===== src/rtl/pbus_mailbox_pkg.sv =====
package pbus_mailbox_pkg;
  // Local register offsets above the mailbox window
  localparam int unsigned OFS_CTRL     = 0;
  localparam int unsigned OFS_H2L_FLAG = 1;
  localparam int unsigned OFS_L2H_FLAG = 2;
  localparam int unsigned OFS_H2L_MASK = 3;
  localparam int unsigned OFS_L2H_MASK = 4;

  // Control register bits
  localparam int unsigned CTRL_EN   = 0;
  localparam int unsigned CTRL_MODE = 1;
  localparam int unsigned CTRL_LIE  = 2;
  localparam int unsigned CTRL_W    = 3;

  typedef enum logic {
    BUS_CS_WE    = 1'b0,
    BUS_SPLIT_RW = 1'b1
  } bus_mode_e;
endpackage


===== src/rtl/pbus_sync.sv =====
module pbus_sync #(
  parameter int unsigned   W       = 1,
  parameter logic [W-1:0]  RST_VAL = '0
) (
  input  logic         clk,
  input  logic         rst_n,
  input  logic [W-1:0] d,
  output logic [W-1:0] q
);
  logic [W-1:0] meta;

  always_ff @(posedge clk or negedge rst_n) begin
    if (!rst_n) begin
      meta <= RST_VAL;
      q    <= RST_VAL;
    end else begin
      meta <= d;
      q    <= meta;
    end
  end
endmodule


===== src/rtl/pbus_host_decode.sv =====
module pbus_host_decode
  import pbus_mailbox_pkg::*;
#(
  parameter int unsigned DW = 8,
  parameter int unsigned SW = 3
) (
  input  logic          clk,
  input  logic          rst_n,
  input  logic          glb_en,
  input  bus_mode_e     mode,
  input  logic          cs_s,
  input  logic          a_s,
  input  logic          b_s,
  input  logic [SW-1:0] sel_s,
  input  logic [DW-1:0] d_s,
  output logic          ev_wr,
  output logic          ev_rd,
  output logic [SW-1:0] ev_sel,
  output logic [DW-1:0] ev_data,
  output logic          drive
);
  // One more stage: the last value seen before a strobe edge
  logic          cs_q, a_q, b_q;
  logic [SW-1:0] sel_q;
  logic [DW-1:0] d_q;

  always_ff @(posedge clk or negedge rst_n) begin
    if (!rst_n) begin
      cs_q  <= 1'b1;
      a_q   <= 1'b1;
      b_q   <= 1'b1;
      sel_q <= '0;
      d_q   <= '0;
    end else begin
      cs_q  <= cs_s;
      a_q   <= a_s;
      b_q   <= b_s;
      sel_q <= sel_s;
      d_q   <= d_s;
    end
  end

  logic cs_rise, a_rise, b_rise;
  assign cs_rise = cs_s & ~cs_q;
  assign a_rise  = a_s & ~a_q;
  assign b_rise  = b_s & ~b_q;

  always_comb begin
    ev_wr = 1'b0;
    ev_rd = 1'b0;
    drive = 1'b0;
    if (glb_en) begin
      case (mode)
        BUS_CS_WE: begin
          ev_wr = cs_rise & ~a_q;
          ev_rd = cs_rise & a_q;
          drive = ~cs_s & a_s;
        end
        BUS_SPLIT_RW: begin
          ev_wr = a_rise & ~cs_q;
          ev_rd = b_rise & ~cs_q;
          drive = ~cs_s & ~b_s;
        end
        default: ;
      endcase
    end
  end

  assign ev_sel  = sel_q;
  assign ev_data = d_q;
endmodule


===== src/rtl/pbus_mbox_regs.sv =====
module pbus_mbox_regs
  import pbus_mailbox_pkg::*;
#(
  parameter int unsigned DW = 8,
  parameter int unsigned SW = 3,
  localparam int unsigned N   = 1 << SW,
  localparam int unsigned LAW = SW + 1
) (
  input  logic                  clk,
  input  logic                  rst_n,
  input  logic                  ev_wr,
  input  logic                  ev_rd,
  input  logic [SW-1:0]         ev_sel,
  input  logic [DW-1:0]         ev_data,
  input  logic [SW-1:0]         host_sel,
  output logic [DW-1:0]         host_rdata,
  input  logic [LAW-1:0]        lc_sel,
  input  logic                  lc_wr,
  input  logic                  lc_rd,
  input  logic [DW-1:0]         lc_wdata,
  output logic [DW-1:0]         lc_rdata,
  output logic                  glb_en,
  output logic                  bus_mode,
  output logic                  lc_irq,
  output logic                  hb_irq_n,
  output logic [N-1:0]          h2l_full,
  output logic [N-1:0]          l2h_full,
  output logic [N-1:0][DW-1:0]  h2l_data
);
  logic [N-1:0][DW-1:0] l2h_data;
  logic [N-1:0]         h2l_mask, l2h_mask;
  logic [CTRL_W-1:0]    ctrl;

  logic          lc_mb;
  logic [SW-1:0] lc_idx;
  assign lc_mb  = ~lc_sel[LAW-1];
  assign lc_idx = lc_sel[SW-1:0];

  // Per-mailbox storage and flags; a set always beats a clear
  for (genvar i = 0; i < N; i++) begin : g_mbox
    logic          hw_hit, hr_hit, lw_hit, lr_hit;
    logic [DW-1:0] h2l_q, l2h_q;
    logic          h2l_f, l2h_f;

    assign hw_hit = ev_wr && (ev_sel == SW'(i));
    assign hr_hit = ev_rd && (ev_sel == SW'(i));
    assign lw_hit = lc_wr && lc_mb && (lc_idx == SW'(i));
    assign lr_hit = lc_rd && lc_mb && (lc_idx == SW'(i));

    always_ff @(posedge clk or negedge rst_n) begin
      if (!rst_n) begin
        h2l_q <= '0;
        l2h_q <= '0;
        h2l_f <= 1'b0;
        l2h_f <= 1'b0;
      end else begin
        if (hw_hit) h2l_q <= ev_data;
        if (lw_hit) l2h_q <= lc_wdata;
        if (hw_hit)      h2l_f <= 1'b1;
        else if (lr_hit) h2l_f <= 1'b0;
        if (lw_hit)      l2h_f <= 1'b1;
        else if (hr_hit) l2h_f <= 1'b0;
      end
    end

    assign h2l_data[i] = h2l_q;
    assign l2h_data[i] = l2h_q;
    assign h2l_full[i] = h2l_f;
    assign l2h_full[i] = l2h_f;
  end

  // Configuration registers
  always_ff @(posedge clk or negedge rst_n) begin
    if (!rst_n) begin
      ctrl     <= '0;
      h2l_mask <= '0;
      l2h_mask <= '0;
    end else if (lc_wr && !lc_mb) begin
      case (lc_sel)
        LAW'(N + OFS_CTRL):     ctrl     <= lc_wdata[CTRL_W-1:0];
        LAW'(N + OFS_H2L_MASK): h2l_mask <= lc_wdata[N-1:0];
        LAW'(N + OFS_L2H_MASK): l2h_mask <= lc_wdata[N-1:0];
        default: ;
      endcase
    end
  end

  // Local read data, one clock after the request
  always_ff @(posedge clk or negedge rst_n) begin
    if (!rst_n) begin
      lc_rdata <= '0;
    end else if (lc_rd) begin
      if (lc_mb) begin
        lc_rdata <= h2l_data[lc_idx];
      end else begin
        case (lc_sel)
          LAW'(N + OFS_CTRL):     lc_rdata <= DW'(ctrl);
          LAW'(N + OFS_H2L_FLAG): lc_rdata <= DW'(h2l_full);
          LAW'(N + OFS_L2H_FLAG): lc_rdata <= DW'(l2h_full);
          LAW'(N + OFS_H2L_MASK): lc_rdata <= DW'(h2l_mask);
          LAW'(N + OFS_L2H_MASK): lc_rdata <= DW'(l2h_mask);
          default:                lc_rdata <= '0;
        endcase
      end
    end
  end

  assign host_rdata = l2h_data[host_sel];
  assign glb_en     = ctrl[CTRL_EN];
  assign bus_mode   = ctrl[CTRL_MODE];
  assign lc_irq     = ctrl[CTRL_LIE] & |(h2l_full & h2l_mask);
  assign hb_irq_n   = ~(ctrl[CTRL_EN] & |(l2h_full & l2h_mask));
endmodule


===== src/rtl/pbus_mailbox.sv =====
module pbus_mailbox
  import pbus_mailbox_pkg::*;
#(
  parameter int unsigned DW = 8,
  parameter int unsigned SW = 3
) (
  input  logic          clk,
  input  logic          rst_n,
  input  logic [DW-1:0] hb_data_i,
  output logic [DW-1:0] hb_data_o,
  output logic          hb_data_oe,
  input  logic [SW-1:0] hb_sel,
  input  logic          hb_cs_n,
  input  logic          hb_stba_n,
  input  logic          hb_stbb_n,
  output logic          hb_irq_n,
  input  logic [SW:0]   lc_sel,
  input  logic          lc_wr,
  input  logic          lc_rd,
  input  logic [DW-1:0] lc_wdata,
  output logic [DW-1:0] lc_rdata,
  output logic          lc_irq
);
  localparam int unsigned N = 1 << SW;

  // Synchronized host pins
  logic          cs_s, a_s, b_s;
  logic [SW-1:0] sel_s;
  logic [DW-1:0] d_s;

  pbus_sync #(.W(3), .RST_VAL(3'b111)) u_sync_stb (
    .clk (clk),
    .rst_n (rst_n),
    .d   ({hb_cs_n, hb_stba_n, hb_stbb_n}),
    .q   ({cs_s, a_s, b_s})
  );

  pbus_sync #(.W(SW + DW), .RST_VAL('0)) u_sync_dat (
    .clk (clk),
    .rst_n (rst_n),
    .d   ({hb_sel, hb_data_i}),
    .q   ({sel_s, d_s})
  );

  logic          glb_en, bus_mode;
  logic          ev_wr, ev_rd;
  logic [SW-1:0] ev_sel;
  logic [DW-1:0] ev_data;
  logic [N-1:0]  h2l_full, l2h_full;
  logic [N-1:0][DW-1:0] h2l_data;

  pbus_host_decode #(.DW(DW), .SW(SW)) u_decode (
    .clk     (clk),
    .rst_n   (rst_n),
    .glb_en  (glb_en),
    .mode    (bus_mode_e'(bus_mode)),
    .cs_s    (cs_s),
    .a_s     (a_s),
    .b_s     (b_s),
    .sel_s   (sel_s),
    .d_s     (d_s),
    .ev_wr   (ev_wr),
    .ev_rd   (ev_rd),
    .ev_sel  (ev_sel),
    .ev_data (ev_data),
    .drive   (hb_data_oe)
  );

  pbus_mbox_regs #(.DW(DW), .SW(SW)) u_regs (
    .clk        (clk),
    .rst_n      (rst_n),
    .ev_wr      (ev_wr),
    .ev_rd      (ev_rd),
    .ev_sel     (ev_sel),
    .ev_data    (ev_data),
    .host_sel   (sel_s),
    .host_rdata (hb_data_o),
    .lc_sel     (lc_sel),
    .lc_wr      (lc_wr),
    .lc_rd      (lc_rd),
    .lc_wdata   (lc_wdata),
    .lc_rdata   (lc_rdata),
    .glb_en     (glb_en),
    .bus_mode   (bus_mode),
    .lc_irq     (lc_irq),
    .hb_irq_n   (hb_irq_n),
    .h2l_full   (h2l_full),
    .l2h_full   (l2h_full),
    .h2l_data   (h2l_data)
  );
endmodule


===== config.mk =====
export PLATFORM = sky130hd
export DESIGN_NAME = pbus_mailbox
export DESIGN_NICKNAME = d
export VERILOG_FILES = /design/src/rtl/pbus_mailbox_pkg.sv /design/src/rtl/pbus_sync.sv /design/src/rtl/pbus_host_decode.sv /design/src/rtl/pbus_mbox_regs.sv /design/src/rtl/pbus_mailbox.sv
export SDC_FILE = /design/constraint.sdc
export NUM_CORES = 1
export LEC_CHECK = 0
export CAP_MARGIN = 20
export CORE_MARGIN = 2
export CORE_UTILIZATION = 64
export DETAILED_ROUTE_END_ITERATION = 10
export PLACE_DENSITY_LB_ADDON = 0.05
export SKIP_LAST_GASP = 1
export SYNTH_ARGS = -nofsm -noshare
export SYNTH_HDL_FRONTEND = slang
export SYNTH_SLANG_ARGS = --single-unit
export TNS_END_PERCENT = 50

===== constraint.sdc =====
create_clock -name clk -period 4.5 [get_ports clk]
set_input_delay 0.675 -clock clk [delete_from_list [all_inputs] [get_ports clk]]
set_output_delay 0.675 -clock clk [all_outputs]
set_load 0.1 [all_outputs]

* Yosys cells after proc, flatten, opt, wreduce, memory -nomap -nowiden
Cells that the tools add are included.
** Word-level totals
- Output and inout port bits :: 19
- Word-level logic and storage cells :: 189
- Flip-flop bits (word level) :: 213
** Operators by class
- Bitwise operators :: 21
- Muxes and demuxes :: 44
- Reduce and logical (&&, ||, !) cells :: 58
- Order comparisons :: 2
- Equality and inequality tests :: 19
** Operators with widths (count)
- $bmux W8 S3 :: 2
- $pmux W8 S5 :: 1
- $logic_and A1 B1 Y1 :: 35
- $mux W1 :: 35
- $reduce_bool A2 Y1 :: 16
- $eq A3 B3 Y1 const B :: 8
- $mux W8 :: 3
- $eq A4 B4 Y1 const B :: 5
- $and A8 B8 Y8 :: 2
- $reduce_or A8 Y1 :: 2
- $eq A3 B2 Y1 const B :: 4
- $and A1 B1 Y1 :: 11
- $lt A3 B4 Y1 const B :: 2
- $not A1 Y1 :: 8
- $eq A3 B1 Y1 const B :: 2
- $logic_not A3 Y1 :: 2
- $pmux W1 S2 :: 3
- $reduce_and A2 Y1 :: 3

* Logic depth before layout (Yosys ltp)
Gate-level depths: netlist of run 1.
- Word-level depth :: 8
- Gate-level depth with buffers :: 6

* By module
A second synthesis of run 1 with hierarchy kept.
** Second synthesis, totals
- Cells, all modules :: 606
- Area, all modules :: 9160.0 µm²
** Modules (own cells, without submodules)
- pbus_mbox_regs :: times used 1, cells each 555, area an instance 8031.5 µm², sequential area each 4279.1 µm²
- pbus_sync at u_sync_dat :: times used 1, cells each 22, area an instance 550.5 µm², sequential area each 550.5 µm²
- pbus_host_decode :: times used 1, cells each 23, area an instance 420.4 µm², sequential area each 354.1 µm²
- pbus_sync at u_sync_stb :: times used 1, cells each 6, area an instance 157.7 µm², sequential area each 157.7 µm²

* Worst setup path after synthesis of run 1
Ideal clock, no wire load.
- Path type :: reg2out
- From :: reg u_sync_stb.q[1]
- To :: out hb_data_oe
- Slack :: -1438 ps
- Arrival time :: 5263 ps
- Cell stages (with the launch flop) :: 3
- Data required time :: 3825 ps
- Cell sequence :: dfstp_2 > nor2_1 > a2111oi_0
** Between the ends
- Word-level cells in the longest chain between the ends :: 3
** Ends and longest elaborated chain
- start: declaration :: RTL line pbus_sync.sv:8 : output logic [W-1:0] q
- start signal: assignment :: RTL line pbus_sync.sv:18 : q <= meta;
- $and A1 B1 Y1 :: RTL line pbus_host_decode.sv:57 : drive = ~cs_s & a_s;
- $pmux W1 S2 :: RTL line pbus_host_decode.sv:53 : case (mode)
- $mux W1 :: RTL line pbus_host_decode.sv:52 : if (glb_en) begin
- end: declaration :: RTL line pbus_mailbox.sv:11 : output logic hb_data_oe,
No other way between the ends.

* Worst setup path after layout of run 1
- From :: reg u_sync_dat.q[9]
- To :: out hb_data_o[5]
** Between the ends
- Word-level cells in the longest chain between the ends :: 2
** Ends and longest elaborated chain
- start: declaration :: RTL line pbus_sync.sv:8
- start signal: assignment :: RTL line pbus_sync.sv:18
- $bmux W8 S3 :: RTL line pbus_mbox_regs.sv:108 : assign host_rdata = l2h_data[host_sel];
- $mux W8 (not written as such) :: RTL line pbus_mbox_regs.sv:108
- end: declaration :: RTL line pbus_mailbox.sv:10 : output logic [DW-1:0] hb_data_o,
No other way between the ends. The select of a mux whose other input is x is not followed.

==> impl_metrics.tcl, run 1 <==
set metrics [dict create \
    path_cells "mux4_2 > mux2_2 > clkdlybuf4s50_1" \
    cp-start-kind "flop" \
    grt.overflow.total 0 \
    drv_slew 0 \
    num_vias 5330 \
    finalSetupViolations 0 \
    worst_pin_slew_ps 983 \
    insertedDiodeCount 0 \
    fin_skew_ps 8.43 \
    synth.distinct_cells 49 \
    clockRootBuffer "clkbuf_16" \
    routedWlPerCell_um 23.8 \
    htree_levels 1 \
    grt_max_degree 130 \
    drt-pass1-iter-count 4 \
    design_power_total_mw 5.32 \
    rsz0062_at_grt "no" \
    cts-resized-gates 0 \
    status "finished clean" \
    critPathTopFamily "buffers and inverters" \
    power.density_mw_per_mm2 509 \
    rr_worst_depth 5 \
    worstSkewPairLatency_ps 500 \
    grt_antenna_before_repair 1 \
    num_rows 43 \
    fin_crit_ps 3710 \
    dp_hpwl_um 12700 \
    slew_headroom 0.343 \
    cp.required_ps 3830 \
    critPathCaptureType "output pin" \
    ir_drop_v 0.000326 \
    drt_iter0_markers 377 \
    worst-path-buf-inv 1 \
    cap_viol_max_count 0 \
    ant_nets 0 \
    die_area_mm2 0.0151 \
    syn_nets 620 \
    path_class "flop to output pin" \
    start_util 0.653 \
    gp_congestion 0.902 \
    core_mm2 0.0138 \
    yosysTopAreaCellShare 0.566 \
    p_leak_nw 4.64 \
    nets 671 \
    numPortBuffers 48 \
    cts_hold_buf 0 \
    yosysTopAreaCell "dfrtp_1" \
    post_cts_buffers 0 \
    cp_slowest_cell "clkdlybuf4s50_1" \
    routed_wirelength_um 19900 \
    setup_tns_ps 0 \
    hold_violations 0 \
    syn_inst 590 \
    cp.depth 3 \
    die_x_um 123 \
    r2r_start "u_regs.ctrl[1]" \
    fmax_mhz 270 \
    ios 49 \
    synth_edf_count 0 \
    synth_seq_cells 213 \
    seq_area_frac_synth 0.592 \
    ys.flop_type "dfrtp_1" \
    fin_crit_sh 0.824 \
    grt_pass1_wl_um 31300 \
    path_clk_slew_ps 60 \
    ys_warn_count 0 \
    drive_gt1_frac 0.388 \
    die_h_um 123 \
    syn_area_mm2 0.00902 \
    cts_buffers 22 \
    yosys-top-cells-area "dfrtp_1, mux2_2, mux4_2" \
    reg2reg_slack_ps 1820 \
    track_usage 0.278 \
    syn_area_per_cell_um2 15.3 \
    drc_errors 0 \
    clock_tree.buffer_depth 3 \
    path_max_fanout 17 \
    r2r-end "u_regs.g_mbox[3].h2l_q[4]" \
    hold_path.class "primary input to asynchronous set/reset pin" \
    slowest_delay_ps 980 \
    via_per_inst 6.37 \
    cp.arrival_ps 3030 \
    cts_tree "yes" \
    area_growth_syn_to_layout_pct 15.8 \
    first_global_vias 5544 \
    cts_sinks 213 \
    async_flop_share 1.00 \
]
-- cells by family after synthesis --
| group | after synthesis | synth area share |
|---|---|---|
| muxes | 207 | 0.293 |
| buffers and inverters | 36 | 0.0186 |
| AOI/OAI and AO/OA | 61 | 0.0481 |
| and+or+nand+nor | 73 | 0.0481 |
| DFF | 213 | 0.592 |
-- report_power, final --
part,internal (mW),switching [mW]
Combinational,0.458,0.563
Sequential,2.23,0.214
Clock,1.15,0.705
-- synthesized netlist by cell type, drive strengths merged (2+ instances only) --
| library cell | count |
|---|---|
| a31oi | 4 |
| and2 | 3 |
| o211ai | 3 |
| a21oi | 4 |
| nand3 | 3 |
| nand2 | 22 |
| and3b | 2 |
| a21o | 4 |
| inv | 6 |
| dfstp | 9 |
| a221oi | 2 |
| a22o | 3 |
| mux2 | 158 |
| o22ai | 4 |
| buf | 22 |
| o21ai | 12 |
| nor4 | 2 |
| nand3b | 3 |
| a22oi | 10 |
| nand2b | 11 |
| o32a | 2 |
| dfrtp | 204 |
| o31ai | 3 |
| mux2i | 19 |
| clkbuf | 8 |
| o221ai | 3 |
| nor2b | 11 |
| nor2 | 9 |
| mux4 | 30 |
-- through the flow --
step	std cells	worst slack (ps)	utilization	hold slack (ps)	instance area [um^2]
6_report	837	794	0.755	45.1	10400
5_1_grt	837	702	0.755	37.8	10400
4_1_cts	835	760	0.753	348	10400
3_5_place_dp	795	1300	0.698	335	9650
3_3_place_gp	795	1330	0.698	332	9650
2_1_floorplan	590	1300	-	331	9030
-- layer usage --
metal	vias up	track usage	routed length [um]
li1	2298	-	-
met1	2819	0.423	8980
met2	174	0.414	9190
met3	39	0.0539	1220
met4	0	0.0769	511
met5	-	0	0
-- layout by cell type (no fill, tap or decap), drive strengths merged, types with 11 or more instances in the layout --
cell	netlist	routed
mux4	30	30
clkdlybuf4s50	0	46
nand2b	11	11
mux2	158	158
clkbuf	8	36
nand2	22	22
mux2i	19	19
dfrtp	204	204
o21ai	12	12
nor2b	11	11
-- worst max-delay path by stage --
stage	start	end
4_1_cts	u_sync_dat.q[9]	hb_data_o[5]
6_report	u_sync_dat.q[9]	hb_data_o[5]
5_1_grt	u_sync_dat.q[9]	hb_data_o[5]
3_5_place_dp	u_sync_dat.q[9]	hb_data_o[4]
3_3_place_gp	u_sync_dat.q[9]	hb_data_o[1]
2_1_floorplan	u_sync_stb.q[1]	hb_data_oe
-- state kept, by name, summed over array words and instances (netlist names), 3 cells and up --
signal               flops
u_regs.g_mbox.h2l_q     64
u_regs.g_mbox.l2h_q     64
u_sync_dat.meta         11
u_sync_dat.q            11
u_decode.ev_data         8
u_regs.g_mbox.h2l_f      8
u_regs.g_mbox.l2h_f      8
u_regs.h2l_mask          8
u_regs.l2h_mask          8
u_regs.lc_rdata          8
u_decode.ev_sel          3
u_regs.ctrl              3
u_sync_stb.meta          3
u_sync_stb.q             3
-- layout make-up --
class,instances,area [um^2]
Sequential cell,213,5340
Multi-Input combinational cell,341,3520
Fill cell,818,3380
Clock buffer,35,681
Timing Repair Buffer,57,579
Tap cell,180,225
Clock inverter,5,75.1
Inverter,6,22.5
-- worst reg2reg max path: cells and delay by family (launching register included) --
| kind | cells | cell delay, ps |
|---|---|---|
| AND/OR/NAND/NOR | 2 | 1240 |
| multiplexers | 2 | 570 |
| buffers and inverters | 1 | 290 |
| flip-flops | 1 | 470 |
(Power assumes the default switching activity.)
==> run 2: changes to the inputs <==
--- a/config.mk
+++ b/config.mk
@@ -7,7 +7,7 @@
 export LEC_CHECK = 0
 export CAP_MARGIN = 20
 export CORE_MARGIN = 2
-export CORE_UTILIZATION = 64
+export CORE_UTILIZATION = 54
 export DETAILED_ROUTE_END_ITERATION = 10
 export PLACE_DENSITY_LB_ADDON = 0.05
 export SKIP_LAST_GASP = 1
==> constraint.sdc (replaced) <==
create_clock -name clk -period 3.4 [get_ports clk]
set_input_delay 0.51 -clock clk [delete_from_list [all_inputs] [get_ports clk]]
set_output_delay 0.51 -clock clk [all_outputs]
set_load 0.1 [all_outputs]
==> run 2 against run 1 <==
Hold slack improved by 22 ps. Via count decreased by 0.53%. Non-clock buffer count increased by 6. Routed wire length increased by 0.57%. Register-to-register slack got worse by 740 ps. Global-route usage decreased by 4.2 points. Critical path depth unchanged. Core utilization decreased by 11 points. Count of clock-buffer cells in the layout decreased by 3. Cell area increased by 1.3%. Clock power increased by 46%. Final cell count increased by 5.5%. Critical endpoint is now hb_data_o[0].
==> impl_metrics.tcl, run 2 (synthesized netlist as in run 1, its figures left out) <==
set metrics [dict create \
    fin_cells 883 \
    power_frac_seq 0.443 \
    n_fill_cell 1213 \
    cp.arrival_ps 2380 \
    core_mm2 0.0165 \
    fin_crit_sh 0.850 \
    drc_errors 0 \
    setup_tns_ps 0 \
    num_vias 5302 \
    fin_crit_ps 2890 \
    p_int_mw 5.28 \
    finalSetupViolations 0 \
    p_leak_nw 4.72 \
    nets 677 \
    routedWlPerCell_um 22.7 \
    start_util 0.548 \
    mostFrequentLayoutCells "dfrtp_1, mux2_2, clkdlybuf4s50_1" \
    die_x_um 133 \
    track_usage 0.236 \
    first_global_vias 5659 \
    grt_antenna_before_repair 0 \
    reg2reg_slack_ps 1080 \
    gp_congestion 0.910 \
    drt-pass1-iter-count 5 \
    area_growth_syn_to_layout_pct 17.3 \
    dp_hpwl_um 13300 \
    hold_violations 0 \
    hold_path.class "primary input to asynchronous set/reset pin" \
    critPathCaptureType "output pin" \
    placed_cell_area_mm2 0.00975 \
    ios 49 \
    critPathLaunch "u_sync_dat.q[9]" \
    numPortBuffers 48 \
    slew_headroom 0.341 \
    fmax_mhz 346 \
    htree_levels 1 \
    path_class "flop to output pin" \
    cts_sinks 213 \
    path_clk_slew_ps 60 \
    status "finished clean" \
    clock_tree.buffer_depth 3 \
    die_area_mm2 0.0178 \
    ant_nets 0 \
    worst_pin_slew_ps 986 \
    largestRegisters "u_regs.g_mbox.h2l_q: 64 flops, u_regs.g_mbox.l2h_q: 64 flops" \
    cap_viol_max_count 0 \
    cts_buffers 22 \
    switching_power_mw 1.98 \
    die_h_um 133 \
    via_per_inst 6.00 \
    drt_iter0_markers 348 \
    worstSkewPairLatency_ps 500 \
    post_cts_buffers 0 \
    drv_slew 0 \
    layout_commonest_cell "dfrtp_1" \
    placed_cells 843 \
    insertedDiodeCount 0 \
    cts-resized-gates 0 \
    grt.overflow.total 0 \
    fin_skew_ps 8.50 \
    cp-start-kind "flop" \
    power_frac_comb 0.184 \
    drive_gt1_frac 0.415 \
    ir_drop_v 0.000455 \
    clockRootBuffer "clkbuf_16" \
    grt_pass1_wl_um 32300 \
    rsz0062_at_grt "no" \
    p_sw_frac 0.272 \
    routed_wirelength_um 20000 \
    cp.required_ps 2890 \
    power.density_mw_per_mm2 686 \
    grt_max_degree 93 \
    num_rows 47 \
    path_max_fanout 17 \
    r2r-end "u_regs.g_mbox[1].h2l_q[0]" \
    cts_tree "yes" \
    final_cell_area_mm2 0.0106 \
    cts_hold_buf 0 \
    clkPwrFrac 0.373 \
    r2r_start "u_sync_stb.q[2]" \
    rr_worst_depth 4 \
]
[run 2: cell types whose count changed in the layout (fill, tap and decap cells not counted)]
cell / delta
bufinv_16: +3
buf_16: -1
buf_4: +17
clkdlybuf4s50_1: -11
buf_12: +1
clkbuf_1: -3
[run 2: layout make-up]
type                            instances  area, um^2  area share
Tap cell                              220         275      0.0260
Inverter                                6        22.5     0.00213
Sequential cell                       213        5340       0.505
Timing Repair Buffer                   63         589      0.0557
Clock buffer                           32         669      0.0633
Multi-Input combinational cell        341        3520       0.333
Clock inverter                          8         165      0.0156
[run 2: critical path, cell delays in order (launching register included)]
cell	delay [ps]
dfrtp_1	900
mux4_2	440
mux2_2	300
buf_4	240
[run 2: through the flow]
stage | hold WS [ps] | worst slack [ps] | power [mW] | util
floorplan | 214 | 361 | 4.19 | -
global placement | 331 | 610 | 4.54 | 0.592
detailed placement | 335 | 513 | 4.60 | 0.592
CTS | 98.9 | 486 | 7.32 | 0.643
global route | 132 | 436 | 7.56 | 0.643
finish | 67.5 | 510 | 7.26 | 0.643
[run 2: metal layers]
| metal | global-route usage | part of all wire |
|---|---|---|
| met5 | 0 | 0 |
| met4 | 0.0573 | 0.022 |
| met3 | 0.0308 | 0.040 |
| met2 | 0.385 | 0.49 |
| met1 | 0.343 | 0.45 |
[run 2: how the worst max path moves through the flow]
stage,slack [ps],cells past startpoint,to
2_1_floorplan,360,2,hb_data_oe
3_3_place_gp,610,4,u_regs.g_mbox[6].l2h_q[0]
3_5_place_dp,510,5,u_regs.h2l_mask[4]
4_1_cts,490,3,hb_data_o[0]
5_1_grt,440,3,hb_data_o[0]
6_report,510,3,hb_data_o[0]
[run 2: power groups by stage]
stage / registers [mW] / logic (mW) / clock network (mW)
floorplan: 3.24 / 0.949 / 0
global placement: 3.24 / 1.31 / 0
detailed placement: 3.26 / 1.34 / 0
CTS: 3.22 / 1.35 / 2.76
global route: 3.27 / 1.42 / 2.87
finish: 3.22 / 1.33 / 2.71
